==> config.mk <==
export PLATFORM = sky130hd
export DESIGN_NAME = cfg_serial_loader
export DESIGN_NICKNAME = d
export VERILOG_FILES = /design/src/rtl/cfgl_pkg.sv /design/src/rtl/cfgl_sync.sv /design/src/rtl/cfgl_clkgen.sv /design/src/rtl/cfgl_shifter.sv /design/src/rtl/cfgl_ctrl.sv /design/src/rtl/cfg_serial_loader.sv
export SDC_FILE = /design/constraint.sdc
export NUM_CORES = 1
export LEC_CHECK = 0
export CORE_MARGIN = 2
export CORE_UTILIZATION = 53
export CTS_BUF_LIST = sky130_fd_sc_hd__clkbuf_4
export CTS_CLUSTER_DIAMETER = 40
export DETAILED_ROUTE_END_ITERATION = 10
export GPL_TIMING_DRIVEN = 0
export PLACE_DENSITY = 0.79
export SYNTH_ARGS = -nofsm -noshare
export SYNTH_HDL_FRONTEND = slang
export SYNTH_SLANG_ARGS = --single-unit
==> constraint.sdc <==
create_clock -name clk -period 2 [get_ports clk]
set_input_delay 0.2 -clock clk [delete_from_list [all_inputs] [get_ports clk]]
set_output_delay 0.2 -clock clk [all_outputs]
set_load 0.05 [all_outputs]
==> src/rtl/cfgl_pkg.sv <==
package cfgl_pkg;

  typedef enum logic [2:0] {
    ST_IDLE,
    ST_PROG,
    ST_WINIT,
    ST_LOAD,
    ST_SHIFT,
    ST_TAIL
  } cfgl_state_e;

  typedef enum logic [1:0] {
    RES_NONE,
    RES_OK,
    RES_CRC,
    RES_TMO
  } cfgl_res_e;

endpackage

==> src/rtl/cfgl_sync.sv <==
module cfgl_sync #(
  parameter int WIDTH = 2,
  parameter int STAGES = 2,
  parameter logic [WIDTH-1:0] RST_VAL = '0
) (
  input  logic             clk,
  input  logic             rst_n,
  input  logic [WIDTH-1:0] d,
  output logic [WIDTH-1:0] q
);

  logic [STAGES-1:0][WIDTH-1:0] stg_q;

  always_ff @(posedge clk or negedge rst_n) begin
    if (!rst_n) begin
      for (int s = 0; s < STAGES; s++) stg_q[s] <= RST_VAL;
    end else begin
      stg_q[0] <= d;
      for (int s = 1; s < STAGES; s++) stg_q[s] <= stg_q[s-1];
    end
  end

  assign q = stg_q[STAGES-1];

endmodule

==> src/rtl/cfgl_clkgen.sv <==
module cfgl_clkgen #(
  parameter int DIV = 4
) (
  input  logic clk,
  input  logic rst_n,
  input  logic en,
  output logic cclk,
  output logic rise_evt,
  output logic fall_evt
);

  localparam int LOW_CYC = DIV / 2;
  localparam int CW = (DIV > 2) ? $clog2(DIV) : 1;

  logic [CW-1:0] cnt_q, cnt_d;
  logic          cclk_q, cclk_d;

  // cclk goes high after cnt==LOW_CYC-1 and low again after cnt==DIV-1
  assign rise_evt = en && (cnt_q == CW'(LOW_CYC - 1));
  assign fall_evt = en && (cnt_q == CW'(DIV - 1));

  always_comb begin
    cnt_d  = cnt_q;
    cclk_d = cclk_q;
    if (!en) begin
      cnt_d  = '0;
      cclk_d = 1'b0;
    end else if (fall_evt) begin
      cnt_d  = '0;
      cclk_d = 1'b0;
    end else begin
      cnt_d = cnt_q + 1'b1;
      if (rise_evt) cclk_d = 1'b1;
    end
  end

  always_ff @(posedge clk or negedge rst_n) begin
    if (!rst_n) begin
      cnt_q  <= '0;
      cclk_q <= 1'b0;
    end else begin
      cnt_q  <= cnt_d;
      cclk_q <= cclk_d;
    end
  end

  assign cclk = cclk_q;

endmodule

==> src/rtl/cfgl_shifter.sv <==
module cfgl_shifter #(
  parameter int DATA_W = 8
) (
  input  logic              clk,
  input  logic              rst_n,
  input  logic              set_order,
  input  logic              order_msb,
  input  logic              load,
  input  logic [DATA_W-1:0] data,
  input  logic              shift,
  output logic              din
);

  logic              ord_q, ord_d;
  logic [DATA_W-1:0] sreg_q, sreg_d;

  always_comb begin
    ord_d  = set_order ? order_msb : ord_q;
    sreg_d = sreg_q;
    if (load) begin
      sreg_d = data;
    end else if (shift) begin
      sreg_d = ord_q ? {sreg_q[DATA_W-2:0], 1'b0} : {1'b0, sreg_q[DATA_W-1:1]};
    end
  end

  always_ff @(posedge clk or negedge rst_n) begin
    if (!rst_n) begin
      ord_q  <= 1'b0;
      sreg_q <= '0;
    end else begin
      ord_q  <= ord_d;
      sreg_q <= sreg_d;
    end
  end

  assign din = ord_q ? sreg_q[DATA_W-1] : sreg_q[0];

endmodule

==> src/rtl/cfgl_ctrl.sv <==
module cfgl_ctrl
  import cfgl_pkg::*;
#(
  parameter int DATA_W = 8,
  parameter int PROG_CYCLES = 16,
  parameter int INIT_WAIT = 4096,
  parameter int TAIL_EDGES = 512
) (
  input  logic clk,
  input  logic rst_n,
  input  logic start,
  input  logic src_valid,
  input  logic src_last,
  input  logic init_ok,
  input  logic done_s,
  input  logic rise_evt,
  input  logic fall_evt,
  output logic src_ready,
  output logic prog_n,
  output logic clk_en,
  output logic set_order,
  output logic load,
  output logic shift,
  output logic busy,
  output logic done_ok,
  output logic crc_error,
  output logic timeout
);

  localparam int MAX_A = (PROG_CYCLES > INIT_WAIT) ? PROG_CYCLES : INIT_WAIT;
  localparam int CNT_MAX = (MAX_A > TAIL_EDGES) ? MAX_A : TAIL_EDGES;
  localparam int CW = $clog2(CNT_MAX + 1);
  localparam int BW = $clog2(DATA_W);

  cfgl_state_e   state_q, state_d;
  cfgl_res_e     res_q, res_d;
  logic [CW-1:0] cnt_q, cnt_d;
  logic [BW-1:0] bit_q, bit_d;
  logic          last_q, last_d;

  always_comb begin
    state_d   = state_q;
    res_d     = res_q;
    cnt_d     = cnt_q;
    bit_d     = bit_q;
    last_d    = last_q;
    set_order = 1'b0;
    load      = 1'b0;
    shift     = 1'b0;
    case (state_q)
      ST_IDLE: begin
        if (start) begin
          state_d   = ST_PROG;
          res_d     = RES_NONE;
          cnt_d     = '0;
          set_order = 1'b1;
        end
      end
      ST_PROG: begin
        if (cnt_q == CW'(PROG_CYCLES - 1)) begin
          state_d = ST_WINIT;
          cnt_d   = '0;
        end else begin
          cnt_d = cnt_q + 1'b1;
        end
      end
      ST_WINIT: begin
        if (init_ok) begin
          state_d = ST_LOAD;
        end else if (cnt_q == CW'(INIT_WAIT - 1)) begin
          state_d = ST_IDLE;
          res_d   = RES_TMO;
        end else begin
          cnt_d = cnt_q + 1'b1;
        end
      end
      ST_LOAD: begin
        if (!init_ok) begin
          state_d = ST_IDLE;
          res_d   = RES_CRC;
        end else if (src_valid) begin
          state_d = ST_SHIFT;
          load    = 1'b1;
          bit_d   = '0;
          last_d  = src_last;
        end
      end
      ST_SHIFT: begin
        if (!init_ok) begin
          state_d = ST_IDLE;
          res_d   = RES_CRC;
        end else if (fall_evt) begin
          if (bit_q == BW'(DATA_W - 1)) begin
            cnt_d   = '0;
            state_d = last_q ? ST_TAIL : ST_LOAD;
          end else begin
            bit_d = bit_q + 1'b1;
            shift = 1'b1;
          end
        end
      end
      ST_TAIL: begin
        if (!init_ok) begin
          state_d = ST_IDLE;
          res_d   = RES_CRC;
        end else if (fall_evt) begin
          if (done_s) begin
            state_d = ST_IDLE;
            res_d   = RES_OK;
          end else if (cnt_q == CW'(TAIL_EDGES)) begin
            state_d = ST_IDLE;
            res_d   = RES_TMO;
          end
        end else if (rise_evt) begin
          cnt_d = cnt_q + 1'b1;
        end
      end
      default: state_d = ST_IDLE;
    endcase
  end

  always_ff @(posedge clk or negedge rst_n) begin
    if (!rst_n) begin
      state_q <= ST_IDLE;
      res_q   <= RES_NONE;
      cnt_q   <= '0;
      bit_q   <= '0;
      last_q  <= 1'b0;
    end else begin
      state_q <= state_d;
      res_q   <= res_d;
      cnt_q   <= cnt_d;
      bit_q   <= bit_d;
      last_q  <= last_d;
    end
  end

  assign src_ready = (state_q == ST_LOAD) && init_ok;
  assign prog_n    = (state_q != ST_PROG);
  assign clk_en    = (state_q == ST_SHIFT) || (state_q == ST_TAIL);
  assign busy      = (state_q != ST_IDLE);
  assign done_ok   = (res_q == RES_OK);
  assign crc_error = (res_q == RES_CRC);
  assign timeout   = (res_q == RES_TMO);

endmodule

==> src/rtl/cfg_serial_loader.sv <==
module cfg_serial_loader #(
  parameter int DATA_W = 8,
  parameter int CLK_DIV = 4,
  parameter int PROG_CYCLES = 16,
  parameter int INIT_WAIT = 4096,
  parameter int TAIL_EDGES = 512,
  parameter int SYNC_STAGES = 2
) (
  input  logic              clk,
  input  logic              rst_n,
  input  logic              start,
  input  logic              msb_first,
  input  logic [DATA_W-1:0] src_data,
  input  logic              src_valid,
  input  logic              src_last,
  output logic              src_ready,
  output logic              cfg_prog_n,
  output logic              cfg_cclk,
  output logic              cfg_din,
  input  logic              cfg_init_n,
  input  logic              cfg_done,
  output logic              busy,
  output logic              done_ok,
  output logic              crc_error,
  output logic              timeout
);

  logic [1:0] stat_s;
  logic       clk_en, rise_evt, fall_evt;
  logic       set_order, load, shift;

  cfgl_sync #(.WIDTH(2), .STAGES(SYNC_STAGES), .RST_VAL(2'b00)) i_sync (
    .clk   (clk),
    .rst_n (rst_n),
    .d     ({cfg_done, cfg_init_n}),
    .q     (stat_s)
  );

  cfgl_clkgen #(.DIV(CLK_DIV)) i_clkgen (
    .clk      (clk),
    .rst_n    (rst_n),
    .en       (clk_en),
    .cclk     (cfg_cclk),
    .rise_evt (rise_evt),
    .fall_evt (fall_evt)
  );

  cfgl_shifter #(.DATA_W(DATA_W)) i_shifter (
    .clk       (clk),
    .rst_n     (rst_n),
    .set_order (set_order),
    .order_msb (msb_first),
    .load      (load),
    .data      (src_data),
    .shift     (shift),
    .din       (cfg_din)
  );

  cfgl_ctrl #(
    .DATA_W      (DATA_W),
    .PROG_CYCLES (PROG_CYCLES),
    .INIT_WAIT   (INIT_WAIT),
    .TAIL_EDGES  (TAIL_EDGES)
  ) i_ctrl (
    .clk       (clk),
    .rst_n     (rst_n),
    .start     (start),
    .src_valid (src_valid),
    .src_last  (src_last),
    .init_ok   (stat_s[0]),
    .done_s    (stat_s[1]),
    .rise_evt  (rise_evt),
    .fall_evt  (fall_evt),
    .src_ready (src_ready),
    .prog_n    (cfg_prog_n),
    .clk_en    (clk_en),
    .set_order (set_order),
    .load      (load),
    .shift     (shift),
    .busy      (busy),
    .done_ok   (done_ok),
    .crc_error (crc_error),
    .timeout   (timeout)
  );

endmodule

**Yosys cells after proc, flatten, opt, wreduce, memory -nomap -nowiden**

Cells that the tools add are included.

- Flip-flop bits (word level): 38
- Output and inout port bits: 8
- Logic and storage cells: 126

- Add/sub/neg operators: 3
- Eq/ne operators: 37
- Muxes and demuxes: 59
- Reduce and logical (&&, ||, !) cells: 16

Operators with widths:

| cell | number |
|---|---|
| $mux W13 | 10 |
| $pmux W13 S5 | 1 |
| $mux W3 | 19 |
| $mux W8 | 3 |
| $ne A2 B2 Y1 const B | 12 |
| $mux W2 | 10 |
| $pmux W3 S6 | 1 |
| $add A13 B1 Y13 const B | 1 |
| $eq A13 B10 Y1 const B | 1 |
| $eq A13 B12 Y1 const B | 1 |
| $eq A13 B4 Y1 const B | 1 |
| $mux W1 | 13 |
| $ne A3 B3 Y1 const B | 4 |
| $reduce_and A10 Y1 | 1 |
| $eq A3 B3 Y1 const B | 3 |
| $pmux W2 S4 | 1 |
| $reduce_and A8 Y1 | 1 |
| $reduce_and A7 Y1 | 1 |
| $eq A2 B2 Y1 const B | 3 |
| $eq A3 B2 Y1 const B | 2 |
| $ne A2 B1 Y1 const B | 3 |
| $ne A3 B2 Y1 const B | 2 |
| $pmux W3 S2 | 1 |
| $reduce_and A6 Y1 | 1 |
| 15 further kinds | 19 |

**Depth between registers and ports, before layout**

- Depth after elaboration: 8
- Mapped depth: 8
- Gate-level depth less buffers: 7

**Hierarchy**

Synthesis repeated with hierarchy kept, for this count alone.

- Cells, all modules: 243
- Area, all modules: 2,316.0 um^2

By module, submodules not included:

| module | times used | cells an instance | area an instance (um^2) | seq. area each (um^2) |
|---|---|---|---|---|
| cfgl_ctrl | 1 | 176 | 1,500.2 | 550.5 |
| cfgl_shifter | 1 | 48 | 550.5 | 225.2 |
| cfgl_clkgen | 1 | 13 | 150.1 | 75.1 |
| cfgl_sync | 1 | 6 | 115.1 | 100.1 |

**Least setup slack after synthesis**

No wires, ideal clock.

- Path kind: reg2reg
- Start point: register i_ctrl.state_q[0]
- End point: register i_ctrl.last_q
- Library setup time: 0.125 ns
- Arrival: 2.375 ns
- Data required time: 1.875 ns
- Path slack: -0.500 ns
- Cell stages (with the launch flop): 8
- Buffers on the path: 3
- Clock period less this slack: 2.500 ns
- Cells stage by stage: dfrtp_1 clkbuf_1 clkbuf_1 nand2_1 nor2_1 nand2_1 clkbuf_1 mux2_2

- Cells in the longest elaborated chain, start to end: 2

Ends and longest elaborated chain:

| what | RTL line | text |
|---|---|---|
| from (decl) | cfgl_ctrl.sv:35 | `cfgl_state_e state_q, state_d;` |
| from (signal assigned) | cfgl_ctrl.sv:130 | `state_q <= state_d;` |
| $eq A3 B2 Y1 | cfgl_ctrl.sv:50 | `case (state_q)` |
| $reduce_and A3 Y1 (no source line) | - |  |
| to (signal assigned) | cfgl_ctrl.sv:134 | `last_q <= last_d;` |
| to (decl) | cfgl_ctrl.sv:39 | `logic last_q, last_d;` |

No other way between the ends.
A chain may end at the register's enable or synchronous reset.

**Worst setup path in the final report**

- Start point: register i_ctrl.cnt_q[8]
- End point: register i_ctrl.state_q[0]

- Cells in the longest elaborated chain, start to end: 3
- Elaborated cells on any way between the ends: 7
- Those cells by class: eq/ne: 6; reduce/logical: 1

Ends and longest elaborated chain:

| what | RTL line | text |
|---|---|---|
| from (decl) | cfgl_ctrl.sv:37 | `logic [CW-1:0] cnt_q, cnt_d;` |
| from (signal assigned) | cfgl_ctrl.sv:132 | `cnt_q <= cnt_d;` |
| $eq A13 B10 Y1 (tied with other cells) | cfgl_ctrl.sv:110 | `end else if (cnt_q == CW'(TAIL_EDGES)) begin` |
| $ne A4 B3 Y1 (no source line) (tied with other cells) | - |  |
| $reduce_and A8 Y1 (no source line) (*) | - |  |

Mark *: on every way between the ends. The rest lies on a longest branch, timed or not.

==> flow_summary.ini <==
[cells_and_area]
final_cell_area_mm2 = 0.00302
drive_gt1_frac = 0.321
final_cell_count_no_fill = 340
diodes = 0
finalNetCount = 311
area_growth_pct = 36.0

[critical_path]
cp-end-kind = flip-flop
path_cells = or4_4 -> nor3_2 -> o21bai_1 -> or4b_4 -> mux2_4
cp_top_family = simple AND/OR/NAND/NOR gates
start_kind = flip-flop
critPathMaxFanout = 3
crit_type = flip-flop to flip-flop
cp.arrival_ns = 2.46
critPathSlowestCell = or4_4
slowest_delay_ns = 0.58
cp_num_buf_inv = 0
cp.required_ns = 2.24

[clock_tree]
clkSinkCount = 38
numCtsBuffers = 5
cts-root-buf = clkbuf_4
cts_tree = yes
cts_buffer_depth = 2
clk_pin_slew_ns = 0.11
clk_latency_ns = 0.36
htreeDepth = 2

[routing]
drt-total-wl_um = 5890
wl_per_cell_um = 17.3
drc = 0
firstDrtPassIters = 4
first_iter_violations = 244
vias_per_cell = 6.01
via_count = 2044
ant_nets = 0

[status]
violations = negative setup slack
status = finished, violations left

[floorplanning]
die-area_mm2 = 0.00472
die_w_um = 68.7
rows = 23
ios = 24
coreArea_mm2 = 0.00403
die_y_um = 68.7
start_util = 0.551

[timing]
period_share = 1.11
finalHoldViolations = 0
max_slew.worst_pin.slew_ns = 0.850
finalWorstSetupSlack_ns = -0.222
fin_skew_ns = 0.0166
slew-limit-headroom = 0.433
slew_violations = 0
max_freq_mhz = 450
rsz0062_at_grt = true
fin_crit_ns = 2.22
setup_violations = 14

[grt]
grt_first_pass_wirelength_um = 8800
grt_usage = 0.253
grt_pass1_vias = 1798
grt_max_degree = 39
gr-total-overflow = 0
antenna_found_initial = 0

[logic_synthesis]
ys.flop_type = dfrtp_1
yosysUniqueCellTypes = 48
syn-cell-area_mm2 = 0.00222
synth_area_leaders = dfrtp_1 (43%), mux2_2 (4.6%), nand2_1 (4.4%)
synth_area_per_cell_um2 = 9.37
yosys.area.top_type = dfrtp_1
ys_warn_count = 0
synthCells = 237
ys_ff_latch = 38
async_flop_share = 1.00
synth_edf_count = 0
yosysSeqAreaShare = 0.428
synth.top_cells.by_count = dfrtp_1 (38), nand2_1 (26), nor2_1 (19)
synth_top_area_share = 0.428
syn-num-nets = 259
yosysMostFrequentCell = dfrtp_1

[placed_design]
dp_cells = 310
dp_hpwl_um = 3450
portBuffers = 23
place_area_mm2 = 0.00256
gp_congestion = 0.918

[hold_path]
hp-class = input pin to flip-flop

[power_and_ir_drop]
power.total_w = 0.00423
irDropWorstVdd_mv = 0.768
powerDensity_mw_per_mm2 = 1400
leakagePower_nw = 1.37

[flow_run]
max-cap-violations = 0
==> path summary, 6_finish.rpt <==
path                            slack (ns)                         from  depth (start not counted)                              end
min in group asynchronous             0.47                        rst_n                          2  i_shifter.sreg_q[7]$_DFFE_PN0P_
worst min register to register        0.36    i_sync.stg_q[0]$_DFF_PN0_                          0            i_sync.q[0]$_DFF_PN0_
max in group asynchronous             0.93                        rst_n                          2      i_shifter.ord_q$_DFFE_PN0P_
worst max-delay path                 -0.22  i_ctrl.cnt_q[8]$_DFFE_PN0P_                          5    i_ctrl.state_q[0]$_DFFE_PN0P_
worst min-delay path                  0.28                   cfg_init_n                          1        i_sync.stg_q[0]$_DFF_PN0_
worst max register to register       -0.22  i_ctrl.cnt_q[8]$_DFFE_PN0P_                          5    i_ctrl.state_q[0]$_DFFE_PN0P_
==> cell usage in the layout (no fill, tap or decap), types with 3 or more instances in the layout <==
cell	Yosys	final
clkdlybuf4s50_1	0	17
a221o_1	3	3
buf_4	0	20
buf_6	0	5
dfrtp_1	38	34
a31oi_1	4	3
o21ai_0	13	12
clkbuf_2	0	4
dfrtp_2	0	4
clkbuf_4	0	7
or4_4	2	3
mux2i_1	6	6
nand3b_1	3	3
nand4_1	5	5
nor2_1	19	17
inv_1	8	7
a21o_1	7	7
a22o_1	7	7
nor2b_1	6	5
mux2_2	9	9
nand3_1	11	11
ha_1	6	3
nor3_1	6	4
nand2_1	26	25
buf_2	2	5
==> per-stage QoR <==
stage	hold slack (ns)	TNS, ns	worst slack, ns	utilization
CTS	0.269	-1.28	-0.196	0.706
global route	0.283	-2.80	-0.254	0.749
finish	0.280	-1.56	-0.222	0.749
global placement	0.332	-10.77	-0.368	0.636
detailed placement	0.336	-5.26	-0.401	0.634
floorplan	-0.0956	-0.179	-0.108	-
==> power by group <==
group / total (W) / leakage (nW) / internal, W / switching [W]
Clock: 0.000648 / 0.0528 / 0.000385 / 0.000263
Combinational: 0.00241 / 0.831 / 0.00112 / 0.00129
Sequential: 0.00118 / 0.483 / 0.000988 / 0.000193
==> cells by family after synthesis <==
group	after synthesis	share of synthesized area
muxes	17	0.0846
adders and majority gates	7	0.0383
DFF	38	0.428
and+or+nand+nor	104	0.254
AOI/OAI and AO/OA	50	0.158
buffers and inverters	21	0.0366
==> per-layer routing <==
metal	global-route usage	vias to the layer above	wire length, um
li1	-	964	-
met1	0.343	970	2530
met2	0.404	89	2860
met3	0.0455	21	366
met4	0.0980	0	131
met5	0	-	0
==> area by class of cell <==
type | count | area, um^2
multi-input combinational | 178 | 1380
fill | 275 | 1010
sequential | 38 | 956
timing repair buffer | 46 | 398
buffer | 12 | 87.6
clock inverter | 3 | 63.8
tap | 50 | 62.6
clock buffer | 5 | 37.5
inverter | 8 | 30.0
==> timing repair <==
item                                    in CTS  in global routing
hold buffers                                 1                  0
cloned                                       0                  1
endpoints found under the setup margin      34                 27
resized for setup                           28                 45
endpoints found under the hold margin       38                  0
pin swaps                                    8                 10
setup buffers                               15                  6
==> flip-flops by register name (all words and copies together), names as in the netlist <==
name and count:
i_ctrl.last_q 1, i_sync.q 2, i_ctrl.bit_q 3, i_ctrl.res_q 2, i_clkgen.cnt_q 2, i_ctrl.cnt_q 13
i_shifter.ord_q 1, i_shifter.sreg_q 8, i_ctrl.state_q 3, i_sync.stg_q 2, i_clkgen.cclk 1
(Power assumes the default switching activity.)
